<file path="config.mk">
export PLATFORM = sky130hd
export DESIGN_NAME = amu_atomic_unit
export DESIGN_NICKNAME = d
export VERILOG_FILES = /design/src/rtl/amu_pkg.sv /design/src/rtl/amu_rr_arbiter.sv /design/src/rtl/amu_rmw_alu.sv /design/src/rtl/amu_word_store.sv /design/src/rtl/amu_atomic_unit.sv
export SDC_FILE = /design/constraint.sdc
export NUM_CORES = 1
export LEC_CHECK = 0
export ABC_CLOCK_PERIOD_IN_PS = 5300
export BUFFER_PORTS_ARGS = -buffer_cell sky130_fd_sc_hd__buf_2
export CAP_MARGIN = 5
export CORE_MARGIN = 1
export CORE_UTILIZATION = 40
export CTS_BUF_LIST = sky130_fd_sc_hd__clkbuf_8 sky130_fd_sc_hd__clkbuf_16
export DETAILED_ROUTE_END_ITERATION = 10
export PLACE_DENSITY = 0.56
export SYNTH_ARGS = -nofsm -noshare
export SYNTH_HDL_FRONTEND = slang
export SYNTH_SLANG_ARGS = --single-unit
</file>
<file path="constraint.sdc">
create_clock -name clk -period 5.3 [get_ports clk]
set_clock_uncertainty 0.2 [all_clocks]
set_input_delay 0.795 -clock clk [delete_from_list [all_inputs] [get_ports clk]]
set_output_delay 0.795 -clock clk [all_outputs]
set_load 0.01 [all_outputs]
</file>
<file path="src/rtl/amu_pkg.sv">
package amu_pkg;
  typedef enum logic [2:0] {
    OP_LOAD  = 3'd0,
    OP_STORE = 3'd1,
    OP_TAS   = 3'd2,
    OP_SWAP  = 3'd3,
    OP_FADD  = 3'd4,
    OP_CAS   = 3'd5
  } amu_op_e;

  typedef enum logic [1:0] {
    ST_IDLE,
    ST_READ,
    ST_WRITE,
    ST_RESP
  } amu_state_e;
endpackage

</file>
<file path="src/rtl/amu_rr_arbiter.sv">
module amu_rr_arbiter #(
  parameter int NP = 3,
  localparam int PW = (NP > 1) ? $clog2(NP) : 1
) (
  input  logic          clk,
  input  logic          rst_n,
  input  logic [NP-1:0] req,
  input  logic          advance,
  output logic [NP-1:0] gnt,
  output logic [PW-1:0] gnt_idx
);
  logic [PW-1:0] last_q;
  logic          found;

  always_comb begin
    gnt     = '0;
    gnt_idx = '0;
    found   = 1'b0;
    for (int i = 0; i < NP; i++) begin
      int k;
      k = (int'(last_q) + 1 + i) % NP;
      if (!found && req[k]) begin
        found   = 1'b1;
        gnt[k]  = 1'b1;
        gnt_idx = PW'(k);
      end
    end
  end

  always_ff @(posedge clk) begin
    if (!rst_n) last_q <= PW'(NP - 1);
    else if (advance) last_q <= gnt_idx;
  end
endmodule

</file>
<file path="src/rtl/amu_rmw_alu.sv">
module amu_rmw_alu
  import amu_pkg::*;
#(
  parameter int DW = 16
) (
  input  amu_op_e       op,
  input  logic [DW-1:0] old_word,
  input  logic [DW-1:0] opa,
  input  logic [DW-1:0] opb,
  output logic          wr_en,
  output logic [DW-1:0] wr_data,
  output logic [DW-1:0] ret_data,
  output logic          ret_ok
);
  always_comb begin
    wr_en    = 1'b0;
    wr_data  = opa;
    ret_data = old_word;
    ret_ok   = 1'b1;
    case (op)
      OP_STORE: begin
        wr_en    = 1'b1;
        ret_data = '0;
      end
      OP_TAS: begin
        wr_en   = (old_word == '0);
        wr_data = DW'(1);
      end
      OP_SWAP: wr_en = 1'b1;
      OP_FADD: begin
        wr_en   = 1'b1;
        wr_data = old_word + opa;
      end
      OP_CAS: begin
        wr_en   = (old_word == opa);
        wr_data = opb;
        ret_ok  = (old_word == opa);
      end
      default: ;
    endcase
  end
endmodule

</file>
<file path="src/rtl/amu_word_store.sv">
module amu_word_store #(
  parameter int AW = 4,
  parameter int DW = 16,
  localparam int DEPTH = 1 << AW
) (
  input  logic          clk,
  input  logic          rst_n,
  input  logic [AW-1:0] addr,
  input  logic          we,
  input  logic [DW-1:0] wdata,
  output logic [DW-1:0] rdata
);
  logic [DW-1:0] words [DEPTH];

  assign rdata = words[addr];

  always_ff @(posedge clk) begin
    if (!rst_n) begin
      for (int i = 0; i < DEPTH; i++) words[i] <= '0;
    end else if (we) begin
      words[addr] <= wdata;
    end
  end
endmodule

</file>
<file path="src/rtl/amu_atomic_unit.sv">
module amu_atomic_unit
  import amu_pkg::*;
#(
  parameter int NP = 3,
  parameter int AW = 4,
  parameter int DW = 16,
  localparam int PW = (NP > 1) ? $clog2(NP) : 1
) (
  input  logic                   clk,
  input  logic                   rst_n,
  input  logic [NP-1:0]          req_valid,
  output logic [NP-1:0]          req_ready,
  input  logic [NP-1:0][2:0]     req_op,
  input  logic [NP-1:0][AW-1:0]  req_addr,
  input  logic [NP-1:0][DW-1:0]  req_opa,
  input  logic [NP-1:0][DW-1:0]  req_opb,
  output logic [NP-1:0]          rsp_valid,
  input  logic [NP-1:0]          rsp_ready,
  output logic [DW-1:0]          rsp_data,
  output logic                   rsp_ok
);
  amu_state_e    state_q;
  amu_op_e       op_q;
  logic [PW-1:0] port_q;
  logic [AW-1:0] addr_q;
  logic [DW-1:0] opa_q, opb_q, old_q, data_q;
  logic          ok_q;

  logic [NP-1:0] gnt;
  logic [PW-1:0] gnt_idx;
  logic          accept, is_idle, is_atomic;
  logic          mem_we;
  logic [DW-1:0] mem_rdata, alu_old, alu_wdata, alu_ret;
  logic          alu_we, alu_ok;

  assign is_idle   = (state_q == ST_IDLE);
  assign req_ready = is_idle ? gnt : '0;
  assign accept    = is_idle && (|gnt);
  assign is_atomic = (op_q == OP_TAS) || (op_q == OP_SWAP) ||
                     (op_q == OP_FADD) || (op_q == OP_CAS);

  amu_rr_arbiter #(.NP(NP)) arb_i (
    .clk(clk), .rst_n(rst_n), .req(req_valid), .advance(accept),
    .gnt(gnt), .gnt_idx(gnt_idx)
  );

  assign alu_old = (state_q == ST_READ) ? mem_rdata : old_q;

  amu_rmw_alu #(.DW(DW)) alu_i (
    .op(op_q), .old_word(alu_old), .opa(opa_q), .opb(opb_q),
    .wr_en(alu_we), .wr_data(alu_wdata), .ret_data(alu_ret), .ret_ok(alu_ok)
  );

  assign mem_we = ((state_q == ST_READ) && (op_q == OP_STORE)) ||
                  ((state_q == ST_WRITE) && alu_we);

  amu_word_store #(.AW(AW), .DW(DW)) mem_i (
    .clk(clk), .rst_n(rst_n), .addr(addr_q), .we(mem_we),
    .wdata(alu_wdata), .rdata(mem_rdata)
  );

  always_ff @(posedge clk) begin
    if (!rst_n) begin
      state_q <= ST_IDLE;
      op_q    <= OP_LOAD;
      port_q  <= '0;
      addr_q  <= '0;
      opa_q   <= '0;
      opb_q   <= '0;
      old_q   <= '0;
      data_q  <= '0;
      ok_q    <= 1'b0;
    end else begin
      case (state_q)
        ST_IDLE: if (accept) begin
          op_q    <= amu_op_e'(req_op[gnt_idx]);
          port_q  <= gnt_idx;
          addr_q  <= req_addr[gnt_idx];
          opa_q   <= req_opa[gnt_idx];
          opb_q   <= req_opb[gnt_idx];
          state_q <= ST_READ;
        end
        ST_READ: begin
          old_q <= mem_rdata;
          if (is_atomic) begin
            state_q <= ST_WRITE;
          end else begin
            data_q  <= alu_ret;
            ok_q    <= alu_ok;
            state_q <= ST_RESP;
          end
        end
        ST_WRITE: begin
          data_q  <= alu_ret;
          ok_q    <= alu_ok;
          state_q <= ST_RESP;
        end
        default: if (rsp_ready[port_q]) state_q <= ST_IDLE;
      endcase
    end
  end

  always_comb begin
    rsp_valid = '0;
    if (state_q == ST_RESP) rsp_valid[port_q] = 1'b1;
  end

  assign rsp_data = data_q;
  assign rsp_ok   = ok_q;
endmodule

</file>
==> impl_metrics.json <==
{
  "die_w_um": 207,
  "synth_edf_count": 256,
  "crit_type": "reg2reg",
  "grt_pass1_vias": 12099,
  "ant_nets": 0,
  "leakage_nw": 7.71,
  "drtIter0Drc": 1184,
  "drcViolationCount": 2,
  "outcome": "finished with violations",
  "register_area_mm2": 0.00932,
  "reg2reg_to": "mem_i.words[13][14]",
  "syn_inst": 1423,
  "postCtsHoldBufs": 0,
  "rsz0062_at_grt": "no",
  "yosys_warnings": 0,
  "synthXorXnorAreaFrac_pct": 0.521,
  "ys_seq_elements": 337,
  "fmax_ghz": 0.198,
  "rr_worst_depth": 18,
  "fin_crit_sh_pct": 95.3,
  "synth_top_family_by_area": "simple AND/OR/NAND/NOR gates",
  "ys.flop_type": "edfxtp_1",
  "die_y_um": 207,
  "cp.arrival_ns": 5.13,
  "maxCapViolCount": 0,
  "timing.final.crit_period_ns": 5.05,
  "critPathLaunchType": "register",
  "path_max_fanout": 21,
  "path_clk_slew_ns": 0.06,
  "place_area_mm2": 0.0189,
  "regToRegSetupSlack_ns": 0.25,
  "clockBufferDepth": 3,
  "start_util_pct": 40.9,
  "area_delta_synth_final_pct": 19.9,
  "cts_buffers": 37,
  "syn_area_mm2": 0.0168,
  "crit_chain": "buf_12 > buf_4 > mux2_2 > o22ai_1 > o31ai_1 > a21o_1 > ha_1 > inv_1 > fa_1 > nor2b_1 > o21ai_1 > a21oi_1 > o31ai_1 > o21ai_1 > o31a_1 > a311oi_2 > buf_12 > nor2_1",
  "hold_viol_final": 0,
  "antenna_found_initial": 0,
  "grt-ovfl-total": 0,
  "grt_pass1_wl_mm": 77.5,
  "vias_per_cell": 5.68,
  "dp.cells": 2109,
  "synth-simple-area-share_pct": 15.1,
  "wl_mm": 51.6,
  "first_pass_iters": 10,
  "end_kind": "register",
  "synth_compound_area_share_pct": 10.9,
  "whs_ns": 0.274,
  "fin_tns_setup_ns": 0,
  "synth_cell_types": 75,
  "worst_slew_pin_slew_ns": 1.19,
  "io_buffers": 147,
  "vias": 12408,
  "slew-limit-headroom_pct": 20.7,
  "grt_use_total_pct": 24.3,
  "post-place-ws_ns": 0.190,
  "powerDensity_mw_per_mm2": 537,
  "cts-root-buf": "clkbuf_16",
  "dpl.hpwl_mm": 37.1,
  "utilization_pct": 49.1,
  "cts_num_sinks": 337,
  "cts_tree": "done",
  "synth_area_per_cell_um2": 11.8,
  "hp-class": "reg2reg",
  "setup_viol_count_final": 0,
  "finalNetCount": 1772,
  "dieArea_mm2": 0.0429,
  "synthArstFlopShare_pct": 0,
  "syn-num-nets": 1572,
  "globalplace.congestion": 0.970,
  "nFillCells": 3686,
  "cp_data_required_time_ns": 5.38,
  "ioPinCount": 148,
  "slew_violations": 0,
  "design_power_total_mw": 10.8,
  "coreArea_mm2": 0.0411,
  "cpMaxStageDelayCell": "dfxtp_4",
  "grt_max_degree": 85,
  "multi_input_area_mm2": 0.00691,
  "final_area_mm2": 0.0202,
  "cts_max_level": 2,
  "violations": "DRC",
  "max_stage_delay_ns": 0.59,
  "rows": 74,
  "drive_gt1_share_pct": 27.9,
  "fin_ws_ns": 0.250,
  "clk-insertion-delay-late_ns": 0.55,
  "final_cell_count_no_fill": 2183,
  "crit_end": "mem_i.words[13][14]",
  "synth_mux_area_share_pct": 12.5,
  "ys_seq_area_share_pct": 55.3,
  "max-vdd-ir-drop_uv": 487,
  "wl_per_cell_um": 23.6,
  "synth_fa_ha_area_share_pct": 1.83
}
## what timing repair did
action                                  CTS  global route
gates resized for setup                   0             2
hold endpoints to repair                  0             0
setup buffers                             0             7
endpoints found under the setup margin    0            82
## state kept, by name, summed over array words and instances (netlist names), named ones only
name / flops
state_q: 2
mem_i.words: 256
opb_q: 16
addr_q: 4
arb_i.last_q: 2
old_q: 16
rsp_data: 16
port_q: 1
rsp_ok: 1
op_q: 3
opa_q: 16
## placed cells by master, fill, tap and decap left out, types with 30 or more instances in the layout
cell type,instances
nor2_2,33
edfxtp_1,256
nand2_1,47
mux2i_1,62
buf_2,147
mux4_2,45
a211oi_1,51
o21ai_0,30
nor2_1,325
inv_1,32
buf_4,95
a21oi_1,64
dfxtp_1,79
clkbuf_16,39
## where the power goes
part	switching, mW	leakage (nW)	internal, mW
combinational	3.06	3.77	1.86
clock	1.05	0.625	1.49
sequential	0.262	3.31	3.11
## critical path: cells and delay by family (launching register included)
kind,cells,cell delay (ns)
mux,1,0.40
compound gates,9,2.30
fa+ha+maj,2,0.46
simple gates,2,0.12
flops,1,0.59
buf+inv,4,0.69
## per-layer routing
metal / vias to the layer above / part of all wire, % / GRT usage [%]
li1: 5689 / - / -
met1: 6193 / 44 / 34.3
met2: 452 / 46 / 38.4
met3: 74 / 7.2 / 3.52
met4: 0 / 2.9 / 7.95
met5: - / 0 / 0
## layout make-up
type,instances,area share [%]
Timing Repair Buffer,270,9.96
Clock inverter,26,0.937
Multi-Input combinational cell,954,34.3
Antenna cell,1,0.0124
Clock buffer,40,4.91
Inverter,23,0.428
Tap cell,532,3.30
Sequential cell,337,46.2
## Yosys cell counts, types with 7 or more instances
library cell  number  area share (%)
a211oi_1          51             2.3
a21o_1            12            0.54
a21oi_1           64             1.9
a221oi_1           7            0.36
a22o_1            19            0.99
and2_1            17            0.63
buf_1              7            0.16
buf_2             18            0.54
buf_6             11            0.74
clkbuf_1          67             1.5
dfxtp_1           81             9.6
edfxtp_1         256              46
ha_1              23             1.7
inv_1             21            0.47
mux2_2            16             1.1
mux2i_1           62             3.7
mux4_1            11             1.7
mux4_2            45             6.0
nand2_1           48             1.1
nand2_4           12            0.80
nand2b_1          15            0.56
nand3_1            9            0.27
nor2_1           326             7.3
nor2_2            32             1.2
nor2b_1            7            0.26
nor3_1            12            0.36
o21ai_0           31            0.92
o221ai_1           8            0.42
o22ai_1           14            0.52
## kinds of logic after synthesis
logic type      after synthesis
flops                       337
mux                         134
buf+inv                     132
fa+ha+maj                    24
xor+xnor                     10
simple gates                528
compound gates              258
## how the worst min path moves through the flow
stage	startpoint	end	slack, ns	cells after the start
final	rsp_data[8]	rsp_data[8]	0.27	1
after global routing	rsp_data[7]	rsp_data[7]	0.30	1
after CTS	rsp_data[6]	rsp_data[6]	0.27	1
after detailed placement	rsp_data[14]	rsp_data[14]	0.26	1
after global placement	rsp_data[11]	rsp_data[11]	0.26	1
after floorplan	opb_q[14]	opb_q[14]	0.25	2
(Power assumes the default switching activity.)
